==> config.mk <==
export PLATFORM = sky130hd
export DESIGN_NAME = sdram_wr_burst
export DESIGN_NICKNAME = d
export VERILOG_FILES = /design/src/rtl/sdram_wr_pkg.sv /design/src/rtl/wr_cmd_decode.sv /design/src/rtl/wr_col_gen.sv /design/src/rtl/wr_burst_ctrl.sv /design/src/rtl/sdram_wr_burst.sv
export SDC_FILE = /design/constraint.sdc
export NUM_CORES = 1
export LEC_CHECK = 0
export BUFFER_PORTS_ARGS = -buffer_cell sky130_fd_sc_hd__buf_2
export CELL_PAD_IN_SITES_DETAIL_PLACEMENT = 0
export CELL_PAD_IN_SITES_GLOBAL_PLACEMENT = 2
export CORE_MARGIN = 4
export CORE_UTILIZATION = 33
export DETAILED_ROUTE_END_ITERATION = 12
export GPL_TIMING_DRIVEN = 0
export PLACE_DENSITY_LB_ADDON = 0.1
export SYNTH_ARGS = -nofsm -noshare
export SYNTH_HDL_FRONTEND = slang
export SYNTH_HIERARCHICAL = 1
export SYNTH_SLANG_ARGS = --single-unit
==> constraint.sdc <==
create_clock -name clk -period 4.6 [get_ports clk]
set_clock_uncertainty 0.05 [all_clocks]
set_input_delay 0.23 -clock clk [delete_from_list [all_inputs] [get_ports clk]]
set_output_delay 0.23 -clock clk [all_outputs]
set_load 0.02 [all_outputs]
==> src/rtl/sdram_wr_pkg.sv <==
// Shared types for the SDRAM write burst engine.
// Assumes the command pins are decoded only on the rising clock edge.
package sdram_wr_pkg;

    // Command classes the write path cares about.
    typedef enum logic [1:0] {
        CMD_NOP   = 2'd0,
        CMD_WRITE = 2'd1,
        CMD_OTHER = 2'd2
    } cmd_e;

    // Width of the burst-length code: [1:0] log2 of length, [2] full page.
    localparam int CFG_W = 3;

endpackage

==> src/rtl/wr_cmd_decode.sv <==
// Command decoder: classifies the pin state on each edge as a WRITE,
// a NOP (or deselected cycle), or some other command.
// Assumes the pins are stable around the rising edge; purely combinational.
module wr_cmd_decode
    import sdram_wr_pkg::*;
(
    input  logic cs_n,
    input  logic ras_n,
    input  logic cas_n,
    input  logic we_n,
    output cmd_e cmd
);

    // Map the pin pattern to a command class.
    always_comb begin
        if (cs_n)
            cmd = CMD_NOP;
        else if (ras_n && !cas_n && !we_n)
            cmd = CMD_WRITE;
        else if (ras_n && cas_n && we_n)
            cmd = CMD_NOP;
        else
            cmd = CMD_OTHER;
    end

endmodule

==> src/rtl/wr_col_gen.sv <==
// Column generator: gives the column of beat idx of a burst that starts at
// start. Fixed bursts wrap inside their aligned block, full page wraps the page.
// Assumes the burst length is a power of two no larger than the page.
module wr_col_gen #(
    parameter int COL_W = 10,
    parameter int LOG_W = 2
) (
    input  logic [COL_W-1:0] start,
    input  logic [COL_W-1:0] idx,
    input  logic [LOG_W-1:0] len_log,
    input  logic             full,
    output logic [COL_W-1:0] col
);

    logic [COL_W-1:0] wrap_mask;
    logic [COL_W-1:0] sum;

    // Merge the fixed high bits of the start with the advancing low bits.
    always_comb begin
        wrap_mask = full ? {COL_W{1'b1}} : ((COL_W'(1) << len_log) - COL_W'(1));
        sum       = start + idx;
        col       = (start & ~wrap_mask) | (sum & wrap_mask);
    end

endmodule

==> src/rtl/wr_burst_ctrl.sv <==
// Burst controller: holds the state of the running burst. Each edge it says
// whether a beat is taken and which beat it is, whether it is the last one,
// and which bank and precharge flag go with it.
// Assumes cmd comes from wr_cmd_decode. A WRITE always starts a fresh burst.
module wr_burst_ctrl
    import sdram_wr_pkg::*;
#(
    parameter int COL_W  = 10,
    parameter int BANK_W = 2,
    localparam int LOG_W = CFG_W - 1
) (
    input  logic              clk,
    input  logic              rst_n,
    input  cmd_e              cmd,
    input  logic [BANK_W-1:0] cmd_bank,
    input  logic [COL_W-1:0]  cmd_col,
    input  logic              cmd_ap,
    input  logic [CFG_W-1:0]  cfg,
    output logic              beat_v,
    output logic              beat_last,
    output logic              beat_ap,
    output logic [BANK_W-1:0] beat_bank,
    output logic [COL_W-1:0]  beat_start,
    output logic [COL_W-1:0]  beat_idx,
    output logic [LOG_W-1:0]  beat_log,
    output logic              beat_full
);

    logic              active_q;
    logic              full_q;
    logic [LOG_W-1:0]  log_q;
    logic [COL_W-1:0]  start_q;
    logic [COL_W-1:0]  cnt_q;
    logic [BANK_W-1:0] bank_q;
    logic              ap_q;
    logic              is_wr;
    logic              is_oth;
    logic [COL_W-1:0]  len_m1;

    // Pick the settings from the new command or from the running burst.
    always_comb begin
        is_wr      = (cmd == CMD_WRITE);
        is_oth     = (cmd == CMD_OTHER);
        beat_v     = is_wr || (active_q && !is_oth);
        beat_full  = is_wr ? cfg[CFG_W-1]       : full_q;
        beat_log   = is_wr ? cfg[LOG_W-1:0]     : log_q;
        beat_start = is_wr ? cmd_col            : start_q;
        beat_idx   = is_wr ? '0                 : cnt_q;
        beat_bank  = is_wr ? cmd_bank           : bank_q;
        beat_ap    = is_wr ? cmd_ap             : ap_q;
        len_m1     = (COL_W'(1) << beat_log) - COL_W'(1);
        beat_last  = beat_v && !beat_full && (beat_idx == len_m1);
    end

    // Advance, restart or end the burst on each edge.
    always_ff @(posedge clk) begin
        if (!rst_n) begin
            active_q <= 1'b0;
            full_q   <= 1'b0;
            log_q    <= '0;
            start_q  <= '0;
            cnt_q    <= '0;
            bank_q   <= '0;
            ap_q     <= 1'b0;
        end else if (is_wr) begin
            active_q <= !beat_last;
            full_q   <= beat_full;
            log_q    <= beat_log;
            start_q  <= cmd_col;
            cnt_q    <= COL_W'(1);
            bank_q   <= cmd_bank;
            ap_q     <= cmd_ap;
        end else if (is_oth) begin
            active_q <= 1'b0;
        end else if (active_q) begin
            cnt_q <= cnt_q + COL_W'(1);
            if (beat_last)
                active_q <= 1'b0;
        end
    end


    fixed_len_bound_chk: assert property (@(posedge clk) disable iff (!rst_n)
        (active_q && !full_q) |-> (cnt_q < (COL_W'(1) << log_q)));


    full_page_persist_chk: assert property (@(posedge clk) disable iff (!rst_n)
        (active_q && full_q && cmd == CMD_NOP) |=> active_q);

endmodule

==> src/rtl/sdram_wr_burst.sv <==
// SDRAM write burst engine, top level. Decodes WRITE commands and writes
// each burst beat to the array port one cycle after its clock edge. Sends a
// one-cycle precharge request after the final beat of an auto-precharge burst.
// Assumes the array accepts one write per cycle with no back-pressure.
module sdram_wr_burst
    import sdram_wr_pkg::*;
#(
    parameter int COL_W  = 10,
    parameter int BANK_W = 2,
    parameter int ADDR_W = 13,
    parameter int AP_BIT = 10,
    parameter int DATA_W = 16,
    localparam int BYTES = DATA_W / 8,
    localparam int LOG_W = CFG_W - 1
) (
    input  logic              clk,
    input  logic              rst_n,
    input  logic              cs_n,
    input  logic              ras_n,
    input  logic              cas_n,
    input  logic              we_n,
    input  logic [BANK_W-1:0] ba,
    input  logic [ADDR_W-1:0] addr,
    input  logic [CFG_W-1:0]  burst_cfg,
    input  logic [DATA_W-1:0] din,
    input  logic [BYTES-1:0]  dmask,
    output logic              arr_we,
    output logic [BANK_W-1:0] arr_bank,
    output logic [COL_W-1:0]  arr_col,
    output logic [DATA_W-1:0] arr_data,
    output logic [BYTES-1:0]  arr_be,
    output logic              ap_valid,
    output logic [BANK_W-1:0] ap_bank
);

    cmd_e              cmd;
    logic              beat_v;
    logic              beat_last;
    logic              beat_ap;
    logic [BANK_W-1:0] beat_bank;
    logic [COL_W-1:0]  beat_start;
    logic [COL_W-1:0]  beat_idx;
    logic [LOG_W-1:0]  beat_log;
    logic              beat_full;
    logic [COL_W-1:0]  beat_col;
    logic              fin_q;
    logic [BANK_W-1:0] fin_bank_q;

    wr_cmd_decode u_dec (
        .cs_n  (cs_n),
        .ras_n (ras_n),
        .cas_n (cas_n),
        .we_n  (we_n),
        .cmd   (cmd)
    );

    wr_burst_ctrl #(
        .COL_W  (COL_W),
        .BANK_W (BANK_W)
    ) u_ctrl (
        .clk        (clk),
        .rst_n      (rst_n),
        .cmd        (cmd),
        .cmd_bank   (ba),
        .cmd_col    (addr[COL_W-1:0]),
        .cmd_ap     (addr[AP_BIT]),
        .cfg        (burst_cfg),
        .beat_v     (beat_v),
        .beat_last  (beat_last),
        .beat_ap    (beat_ap),
        .beat_bank  (beat_bank),
        .beat_start (beat_start),
        .beat_idx   (beat_idx),
        .beat_log   (beat_log),
        .beat_full  (beat_full)
    );

    wr_col_gen #(
        .COL_W (COL_W),
        .LOG_W (LOG_W)
    ) u_col (
        .start   (beat_start),
        .idx     (beat_idx),
        .len_log (beat_log),
        .full    (beat_full),
        .col     (beat_col)
    );

    // Register one beat per edge onto the array write port.
    always_ff @(posedge clk) begin
        if (!rst_n) begin
            arr_we   <= 1'b0;
            arr_bank <= '0;
            arr_col  <= '0;
            arr_data <= '0;
            arr_be   <= '0;
        end else begin
            arr_we   <= beat_v;
            arr_bank <= beat_bank;
            arr_col  <= beat_col;
            arr_data <= din;
            arr_be   <= beat_v ? ~dmask : '0;
        end
    end

    // Delay the completion flag so the request follows the final array write.
    always_ff @(posedge clk) begin
        if (!rst_n) begin
            fin_q      <= 1'b0;
            fin_bank_q <= '0;
            ap_valid   <= 1'b0;
            ap_bank    <= '0;
        end else begin
            fin_q      <= beat_last && beat_ap;
            fin_bank_q <= beat_bank;
            ap_valid   <= fin_q;
            ap_bank    <= fin_bank_q;
        end
    end


    beat_after_cmd_chk: assert property (@(posedge clk) disable iff (!rst_n)
        (cmd == CMD_WRITE) |=> arr_we);


    ap_after_write_chk: assert property (@(posedge clk) disable iff (!rst_n)
        ap_valid |-> $past(arr_we));


    be_idle_chk: assert property (@(posedge clk) disable iff (!rst_n)
        !arr_we |-> (arr_be == '0));

endmodule

==> results of run 1 <==
==> state kept, by name, indices dropped and copies added, names as in the netlist, 2 cells and up <==
| name | cells |
|---|---|
| arr_col | 10 |
| arr_data | 16 |
| fin_bank_q | 2 |
| u_ctrl/start_q | 10 |
| u_ctrl/log_q | 2 |
| u_ctrl/cnt_q | 10 |
| arr_be | 2 |
| ap_bank | 2 |
| u_ctrl/bank_q | 2 |
==> placed cells by master, fill, tap and decap left out, types with 3 or more instances in the layout <==
cell      netlist  routed
buf_2           3      76
dfxtp_1        62      62
nand2_1        60      60
and2_2         32      32
and2_1         29      29
nor2_1         14      14
ha_1           11      11
clkbuf_8        0       9
xor2_1          8       8
xnor2_1         7       7
o21ai_0         7       7
a21oi_1         7       7
mux2_2          5       5
inv_1           5       5
nand2b_1        5       5
o21ai_1         5       5
or3_1           5       5
nor3_1          4       4
clkbuf_1        4       4
nand4_1         4       4
clkbuf_2        3       3
o211ai_1        3       3
a211oi_1        3       3
or4_1           3       3
nand3_1         3       3
==> per-stage QoR <==
stage | util [%] | setup WS, ns | instances
after floorplan | - | 1.34 | 329
after detailed placement | 39.6 | 0.634 | 510
after CTS | 42.2 | 0.992 | 526
after global placement | 39.6 | 0.630 | 510
after global routing | 42.2 | 0.775 | 526
final | 42.2 | 1.06 | 526
==> power by group through the flow <==
stage	sequential [mW]	clock, mW	combinational, mW
after global placement	0.567	0	0.0983
after floorplan	0.580	0	0.0453
after global routing	0.556	0.587	0.109
after detailed placement	0.567	0	0.0991
after CTS	0.555	0.560	0.0996
final	0.555	0.541	0.0979
==> cell type report <==
type / instances / area (sq um)
Buffer: 13 / 75.1
Clock buffer: 9 / 124
Clock inverter: 7 / 97.6
Fill cell: 918 / 5040
Inverter: 5 / 18.8
Multi-Input combinational cell: 249 / 1620
Sequential cell: 62 / 1240
Tap cell: 108 / 135
Timing Repair Buffer: 73 / 365
==> metal layers <==
metal  vias to the layer above  wire length [um]
met2                        51              3090
met5                         -                 0
met4                         0                78
met1                      1059              3560
met3                         7               419
li1                       1268                 -
==> cells by family after synthesis <==
family | after synthesis | synth area share (%)
compound gates | 38 | 8.43
xor+xnor | 15 | 4.45
fa+ha+maj | 13 | 5.68
buf+inv | 18 | 3.18
flops | 62 | 42.0
mux | 7 | 2.75
simple gates | 176 | 33.5
==> worst min path at each step <==
stage / endpoint / slack, ns / cells after the start
2_1_floorplan: arr_col[6] / 0.32 / 1
3_3_place_gp: ap_valid / 0.38 / 1
3_5_place_dp: ap_valid / 0.38 / 1
4_1_cts: arr_data[4] / 0.04 / 2
5_1_grt: arr_data[6] / 0.03 / 2
6_report: arr_data[4] / 0.05 / 2
==> metrics.yaml, run 1 <==
status: "complete, no violations"
path_depth: 14
period_minus_slack_ns: 3.54
drive_above_1_share_pct: 35.4
hold_path.class: "primary input to flop"
cts_max_path_buffers: 2
grtUsageMet2_pct: 21.8
synth_warnings: 6
synth_top_area_share_pct: 42.0
slew_violations: 0
final-hold-violation-count: 0
final.period_utilization_pct: 77.0
fin_area_sq_um: 3680
worst-setup-path-type: "primary input to flop"
area_growth_pct: 24.4
antenna_found_initial: 0
drcViolationCount: 0
h-tree-depth: 3
die_w_um: 103
num_antenna_cells: 0
initial_core_util_pct: 33.9
pwr-share-comb_pct: 8.2
crit_start: "cs_n"
grt_pass1_wl_um: 11300
p_sw_uw: 294
slew_headroom_pct: 49.2
cts_resized: 0
path_buf_inv: 3
hold_buffers: 0
synth.most_common_cell: "dfxtp_1"
die-area_sq_um: 10500
setup_viol: 0
crit_path_end_kind: "flop"
crit_top_cell: "buf_2"
synth_flop_cell: "dfxtp_1"
ys_seq_elements: 62
fin_nets: 467
ir_drop_uv: 134
avgRoutedWirePerCell_um: 13.6
antenna_left: 0
synth_area_sq_um: 2950
grtUsageTotal_pct: 14.2
met3_usage_pct: 4.40
grt_setup_unrepaired: "false"
hp-start: "din[4]"
cts_setup_buffers: 0
cpPeakStageDelay_ns: 0.68
yosys-top-cells-area: "dfxtp_1 42%, and2_2 8.1%, nand2_1 7.6%, and2_1 6.1%, ha_1 4.7%"
cap_violations: 0
p_seq_share_pct: 46.5
clock_latency_ns: 0.34
cts_sinks: 62
cp_slowest_cell: "nor4b_1"
path_cells: "buf_2, nor4b_1, nand2b_1, buf_2, clkbuf_1, and2_1, ha_1, fa_1, a21oi_2, o211ai_1, a31oi_1, xnor2_1, mux2_2, and2_2"
intPower_uw: 900
max_freq_ghz: 0.282
drt-total-wl_um: 7150
ys_seq_area_share_pct: 42.0
synth_cells: 329
routabilityCongestion: 0.794
synth_edf_count: 0
pwr-share-clk_pct: 45.3
worstMarginPinSlew_ns: 0.751
cp.arrival_ns: 3.73
r2r_slack_ns: 2.10
post_drt_via_cell_ratio: 4.53
rows: 34
coreArea_sq_um: 8720
path_clk_slew_ns: 0.08
postPlaceCellArea_sq_um: 3450
totalNegativeSetupSlack_ns: 0
grt_pass1_vias: 2249
die_height_um: 103
critPathMaxFanout: 10
synth_top_area_cell: "dfxtp_1"
portBuffers: 73
busiest_layer: "met2"
async_reset_ff_share_pct: 0
grt-ovfl-total: 0
rr_endpoint: "arr_col[8]"
synthTopCellsByCount: "62 x dfxtp_1, 60 x nand2_1, 32 x and2_2"
tritoncts: "yes"
synth.distinct_cells: 52
hold-worst-slack_ns: 0.0492
dr.pass1.iters: 4
crit_end: "arr_col[8]"
grtUsageMet1_pct: 19.0
syn_avg_cell_area_sq_um: 8.98
numCtsBuffers: 9
switching_share_pct: 24.6
ios: 76
grt_max_degree: 13
reg2reg_depth: 9
worstReg2RegStart: "u_ctrl/cnt_q[0]"
crit_required_ns: 4.79
drt_iter0_markers: 50
start_kind: "primary input"
dr_total_vias: 2385
powerDensity_nw_per_um2: 325
cts-root-buf: "clkbuf_8"
synth_nets: 383
critPathTopFamily: "simple AND/OR/NAND/NOR gates"
leakagePower_nw: 1.75
dpl.hpwl_um: 5310
total_power_mw: 1.19
(Power assumes the default switching activity.)
==> run 2, diff against run 1 <==
--- a/config.mk
+++ b/config.mk
@@ -5,11 +5,12 @@
 export SDC_FILE = /design/constraint.sdc
 export NUM_CORES = 1
 export LEC_CHECK = 0
+export ABC_AREA = 1
 export BUFFER_PORTS_ARGS = -buffer_cell sky130_fd_sc_hd__buf_2
 export CELL_PAD_IN_SITES_DETAIL_PLACEMENT = 0
 export CELL_PAD_IN_SITES_GLOBAL_PLACEMENT = 2
 export CORE_MARGIN = 4
-export CORE_UTILIZATION = 33
+export CORE_UTILIZATION = 26
 export DETAILED_ROUTE_END_ITERATION = 12
 export GPL_TIMING_DRIVEN = 0
 export PLACE_DENSITY_LB_ADDON = 0.1
==> constraint.sdc (replaced) <==
create_clock -name clk -period 3.24 [get_ports clk]
set_clock_uncertainty 0.05 [all_clocks]
set_input_delay 0.162 -clock clk [delete_from_list [all_inputs] [get_ports clk]]
set_output_delay 0.162 -clock clk [all_outputs]
set_load 0.02 [all_outputs]
==> metrics.yaml, run 2 <==
coreArea_sq_um: 11500
period_minus_slack_ns: 2.82
grt-ovfl-total: 0
grt_max_degree: 11
grt_setup_unrepaired: "false"
dr.pass1.iters: 4
slew_headroom_pct: 60.7
antenna_found_initial: 0
synth_top_area_cell: "dfxtp_1"
die_height_um: 116
busiest_layer: "met2"
path_cells: "buf_2, inv_1, nand2_2, nor3_2, nand2_2, clkbuf_1, o21ai_0, inv_1, ha_1, fa_1, nand3_1, nand3_1, or2_2, nand3_1, nand2_1, nand2_1, inv_1"
grtUsageMet1_pct: 16.2
grtUsageTotal_pct: 12.3
initial_core_util_pct: 26.6
synth_edf_count: 0
synth_area_sq_um: 3050
area_growth_pct: 34.3
powerDensity_nw_per_um2: 488
yosys-top-cells-area: "dfxtp_1 41%, nand2_1 15%, inv_1 10%, nor2_1 6.3%, ha_1 4.5%"
final_common_cell: "nand2_1"
largest_register_ff_count: 16
synth_top_area_share_pct: 40.7
worst-setup-path-type: "primary input to flop"
regArea_sq_um: 1240
cts-root-buf: "clkbuf_16"
die-area_sq_um: 13500
r2r_slack_ns: 0.86
avgRoutedWirePerCell_um: 11.5
h-tree-depth: 3
async_reset_ff_share_pct: 0
slew_violations: 0
ios: 76
critPathMaxFanout: 10
tritoncts: "yes"
ys_seq_elements: 62
synth_warnings: 6
leakagePower_nw: 2.42
drive_above_1_share_pct: 23.3
multi_input_area_sq_um: 1400
synth_flop_cell: "dfxtp_1"
grtUsageMet2_pct: 19.5
syn_avg_cell_area_sq_um: 6.97
path_clk_slew_ns: 0.05
final-hold-violation-count: 0
grt_pass1_wl_um: 12700
cap_violations: 0
cp.arrival_ns: 2.99
post_drt_via_cell_ratio: 4.00
hold_path.class: "primary input to flop"
grt_pass1_vias: 2603
status: "complete, no violations"
fin_nets: 594
largest_register: "arr_data"
synth_nets: 492
rows: 39
met3_usage_pct: 3.58
max_freq_ghz: 0.355
crit_path_end_kind: "flop"
ys_seq_area_share_pct: 40.7
routabilityCongestion: 0.773
cpPeakStageDelay_ns: 0.42
synth_cells: 438
ir_drop_uv: 239
drcViolationCount: 0
die_w_um: 116
totalNegativeSetupSlack_ns: 0
setup_viol: 0
final.period_utilization_pct: 86.9
dr_total_vias: 2751
final_cell_mix: "119 x nand2_1, 85 x inv_1, 75 x buf_2, 62 x dfxtp_1, 51 x nor2_1"
num_antenna_cells: 0
numCtsBuffers: 9
drt_iter0_markers: 84
cts_setup_buffers: 0
synthTopCellsByCount: "119 x nand2_1, 85 x inv_1, 62 x dfxtp_1"
worstMarginPinSlew_ns: 0.589
cts_max_path_buffers: 2
cts_sinks: 62
clock_latency_ns: 0.33
portBuffers: 73
cp_slowest_cell: "fa_1"
drt-total-wl_um: 7890
total_power_mw: 2.00
dpl.hpwl_um: 6100
crit_required_ns: 3.41
start_kind: "primary input"
synth.distinct_cells: 33
fillers: 1260
antenna_left: 0
synth.most_common_cell: "nand2_1"
-- run 2: cell count changes after synthesis, sizes merged, moves of 5 or more --
| cell | change |
|---|---|
| or2 | +14 |
| inv | +81 |
| or3 | -5 |
| nand2b | -5 |
| o21ai | +8 |
| nand3 | +19 |
| xor2 | -5 |
| clkbuf | -5 |
| and2 | -60 |
| nand2 | +67 |
| nor2 | +40 |
-- run 2: cell families (layout without fill, tap and decap cells) --
logic type      Yosys count  count (layout)  synth area share (%)
simple gates            227             227                  32.3
mux                       2               2                 0.738
fa+ha+maj                12              12                  5.17
buf+inv                  96             203                  13.8
flops                    62              62                  40.7
xor+xnor                  6               6                  1.72
compound gates           33              33                  5.66
-- run 2: worst paths after layout --
kind,start,to,cells past startpoint
setup / recovery,cas_n,arr_col[4],17
setup reg to reg,u_ctrl/start_q[0],arr_col[4],12
hold / removal,addr[8],u_ctrl/start_q[8],3
hold reg to reg,fin_bank_q[1],ap_bank[1],2
-- run 2: worst max-delay path, delay by kind of cell --
kind | cells | cell delay [ns]
adder cells (fa/ha/maj) | 2 | 0.68
AO/OA/AOI/OAI | 1 | 0.28
AND/OR/NAND/NOR | 9 | 1.28
buffers and inverters | 5 | 0.57
-- run 2: what timing repair did --
action	in CTS	in global routing
gates resized for setup	0	1
hold endpoints to repair	18	0
hold buffers	18	0
setup endpoints to repair	0	3
-- run 2: power breakdown --
part           internal [mW]  switching (mW)
logic                 0.0826           0.107
clock network          0.691           0.326
registers              0.786         0.00513
total                   1.56           0.438
-- run 2: final cells by class --
cell class / count / share of cell area [%]
buffer: 10 / 2.38
clock buffer: 12 / 6.02
clock inverter: 4 / 1.71
inverter: 86 / 7.88
multi-input combinational: 280 / 34.0
sequential: 62 / 30.3
tap: 143 / 4.37
timing repair buffer: 91 / 13.3
-- run 2: stage by stage --
stage               hold slack [ns]  instance area, sq um  setup WS [ns]  instances  util (%)
floorplan                     0.184                  3050          0.541        438         -
global placement              0.270                  3600         -0.248        654      31.4
detailed placement            0.273                  3600         -0.215        654      31.4
CTS                          0.0670                  4090          0.123        688      35.7
global route                  0.104                  4100        0.00167        688      35.7
finish                       0.0895                  4100          0.425        688      35.7
-- run 2: metal layers --
layer  part of all wire [%]  wire [um]
met5                      0          0
met4                    1.4        112
met3                    4.0        318
met2                     44       3500
met1                     50       3960
==> run 3, diff against run 2 <==
--- a/config.mk
+++ b/config.mk
@@ -13,7 +13,7 @@
 export CORE_UTILIZATION = 26
 export DETAILED_ROUTE_END_ITERATION = 12
 export GPL_TIMING_DRIVEN = 0
-export PLACE_DENSITY_LB_ADDON = 0.1
+export PLACE_DENSITY = 0.82
 export SYNTH_ARGS = -nofsm -noshare
 export SYNTH_HDL_FRONTEND = slang
 export SYNTH_HIERARCHICAL = 1
==> metrics.yaml, run 3 (synthesized netlist as in run 2, its figures left out) <==
status: "complete, no violations"
drt_iter0_markers: 102
slew_violations: 0
h-tree-depth: 3
drcViolationCount: 0
grt-ovfl-total: 0
cts_sinks: 62
path_clk_slew_ns: 0.05
multi_input_area_sq_um: 1400
regArea_sq_um: 1240
stdcell_count: 687
tritoncts: "yes"
die_height_um: 116
routabilityCongestion: 0.769
start_kind: "primary input"
ios: 76
slew_headroom_pct: 65.1
rows: 39
total_power_mw: 2.02
grt_max_degree: 11
cap_violations: 0
period_minus_slack_ns: 2.77
cp.arrival_ns: 2.94
die_w_um: 116
grt_setup_unrepaired: "false"
cts_max_path_buffers: 2
cts_setup_buffers: 0
coreArea_sq_um: 11500
avgRoutedWirePerCell_um: 11.0
grt_pass1_wl_um: 12100
ir_drop_uv: 190
final.period_utilization_pct: 85.3
numCtsBuffers: 9
max_freq_ghz: 0.362
grt_pass1_vias: 2635
hold-worst-slack_ns: 0.0702
final_common_cell: "nand2_1"
cts-root-buf: "clkbuf_16"
final_cell_mix: "119 x nand2_1, 85 x inv_1, 75 x buf_2, 62 x dfxtp_1, 51 x nor2_1"
area_growth_pct: 34.5
postPlaceCellArea_sq_um: 3600
antenna_found_initial: 0
fin_nets: 594
dp.cells: 654
antenna_left: 0
portBuffers: 73
initial_core_util_pct: 26.6
hold_path.class: "primary input to flop"
largest_register_ff_count: 16
num_antenna_cells: 0
worst-setup-path-type: "primary input to flop"
die-area_sq_um: 13500
crit_path_end_kind: "flop"
fillers: 1196
leakagePower_nw: 2.42
dr.pass1.iters: 4
setup_viol: 0
largest_register: "arr_data"
drive_above_1_share_pct: 23.3
drt-total-wl_um: 7570
powerDensity_nw_per_um2: 492
final-hold-violation-count: 0
dr_total_vias: 2782
crit_required_ns: 3.42
fin_area_sq_um: 4110
grtUsageTotal_pct: 11.7
clock_latency_ns: 0.34
dpl.hpwl_um: 5800
fin_util_pct: 35.8
worstMarginPinSlew_ns: 0.524
post_drt_via_cell_ratio: 4.05
critPathMaxFanout: 10
run 3: repair_timing:
action / 4_1_cts / 5_1_grt
endpoints found under the setup margin: 0 / 3
hold buffers: 18 / 0
resized for setup: 0 / 1
endpoints found under the hold margin: 18 / 0
run 3: path summary, 6_finish.rpt:
check / start / end / slack, ns / cells past startpoint
worst max-delay path: cas_n / arr_col[4] / 0.47 / 17
worst min-delay path: addr[10] / u_ctrl/ap_q / 0.07 / 3
worst max register to register: u_ctrl/start_q[0] / arr_col[4] / 0.88 / 12
worst min register to register: fin_q / ap_valid / 0.37 / 2
run 3: per-layer routing:
layer | wire length, um | global-route usage, %
met5 | 0 | 0
met4 | 152 | 6.03
met3 | 462 | 2.75
met2 | 3410 | 19.5
met1 | 3550 | 14.2
run 3: area by class of cell:
| type | count | area share, % |
|---|---|---|
| multi-input cells | 280 | 34.0 |
| flip-flops and latches | 62 | 30.2 |
| repair buffers | 91 | 13.3 |
| inverters | 86 | 7.86 |
| clock buffers | 12 | 6.25 |
| well taps | 143 | 4.36 |
| plain buffers | 10 | 2.38 |
| clock inverters | 3 | 1.65 |
run 3: where the power goes:
| part | total (mW) | internal (mW) | switching (mW) |
|---|---|---|---|
| combinational | 0.188 | 0.0826 | 0.105 |
| sequential | 0.791 | 0.786 | 0.00509 |
| clock | 1.04 | 0.710 | 0.330 |
run 3: critical path, cell delays in order:
cell and delay, ns:
buf_2 0.10, inv_1 0.05, nand2_2 0.05, nor3_2 0.26, nand2_2 0.20, clkbuf_1 0.29, o21ai_0 0.29, inv_1 0.09
ha_1 0.25, fa_1 0.42, nand3_1 0.11, nand3_1 0.15, or2_2 0.31, nand3_1 0.06, nand2_1 0.05, nand2_1 0.06
inv_1 0.03
run 3: stage by stage:
step	worst slack, ns	setup TNS, ns
after detailed placement	-0.123	-0.243
final	0.475	0
after CTS	0.216	0
after global placement	-0.128	-0.245
after global routing	0.193	0
after floorplan	0.541	0
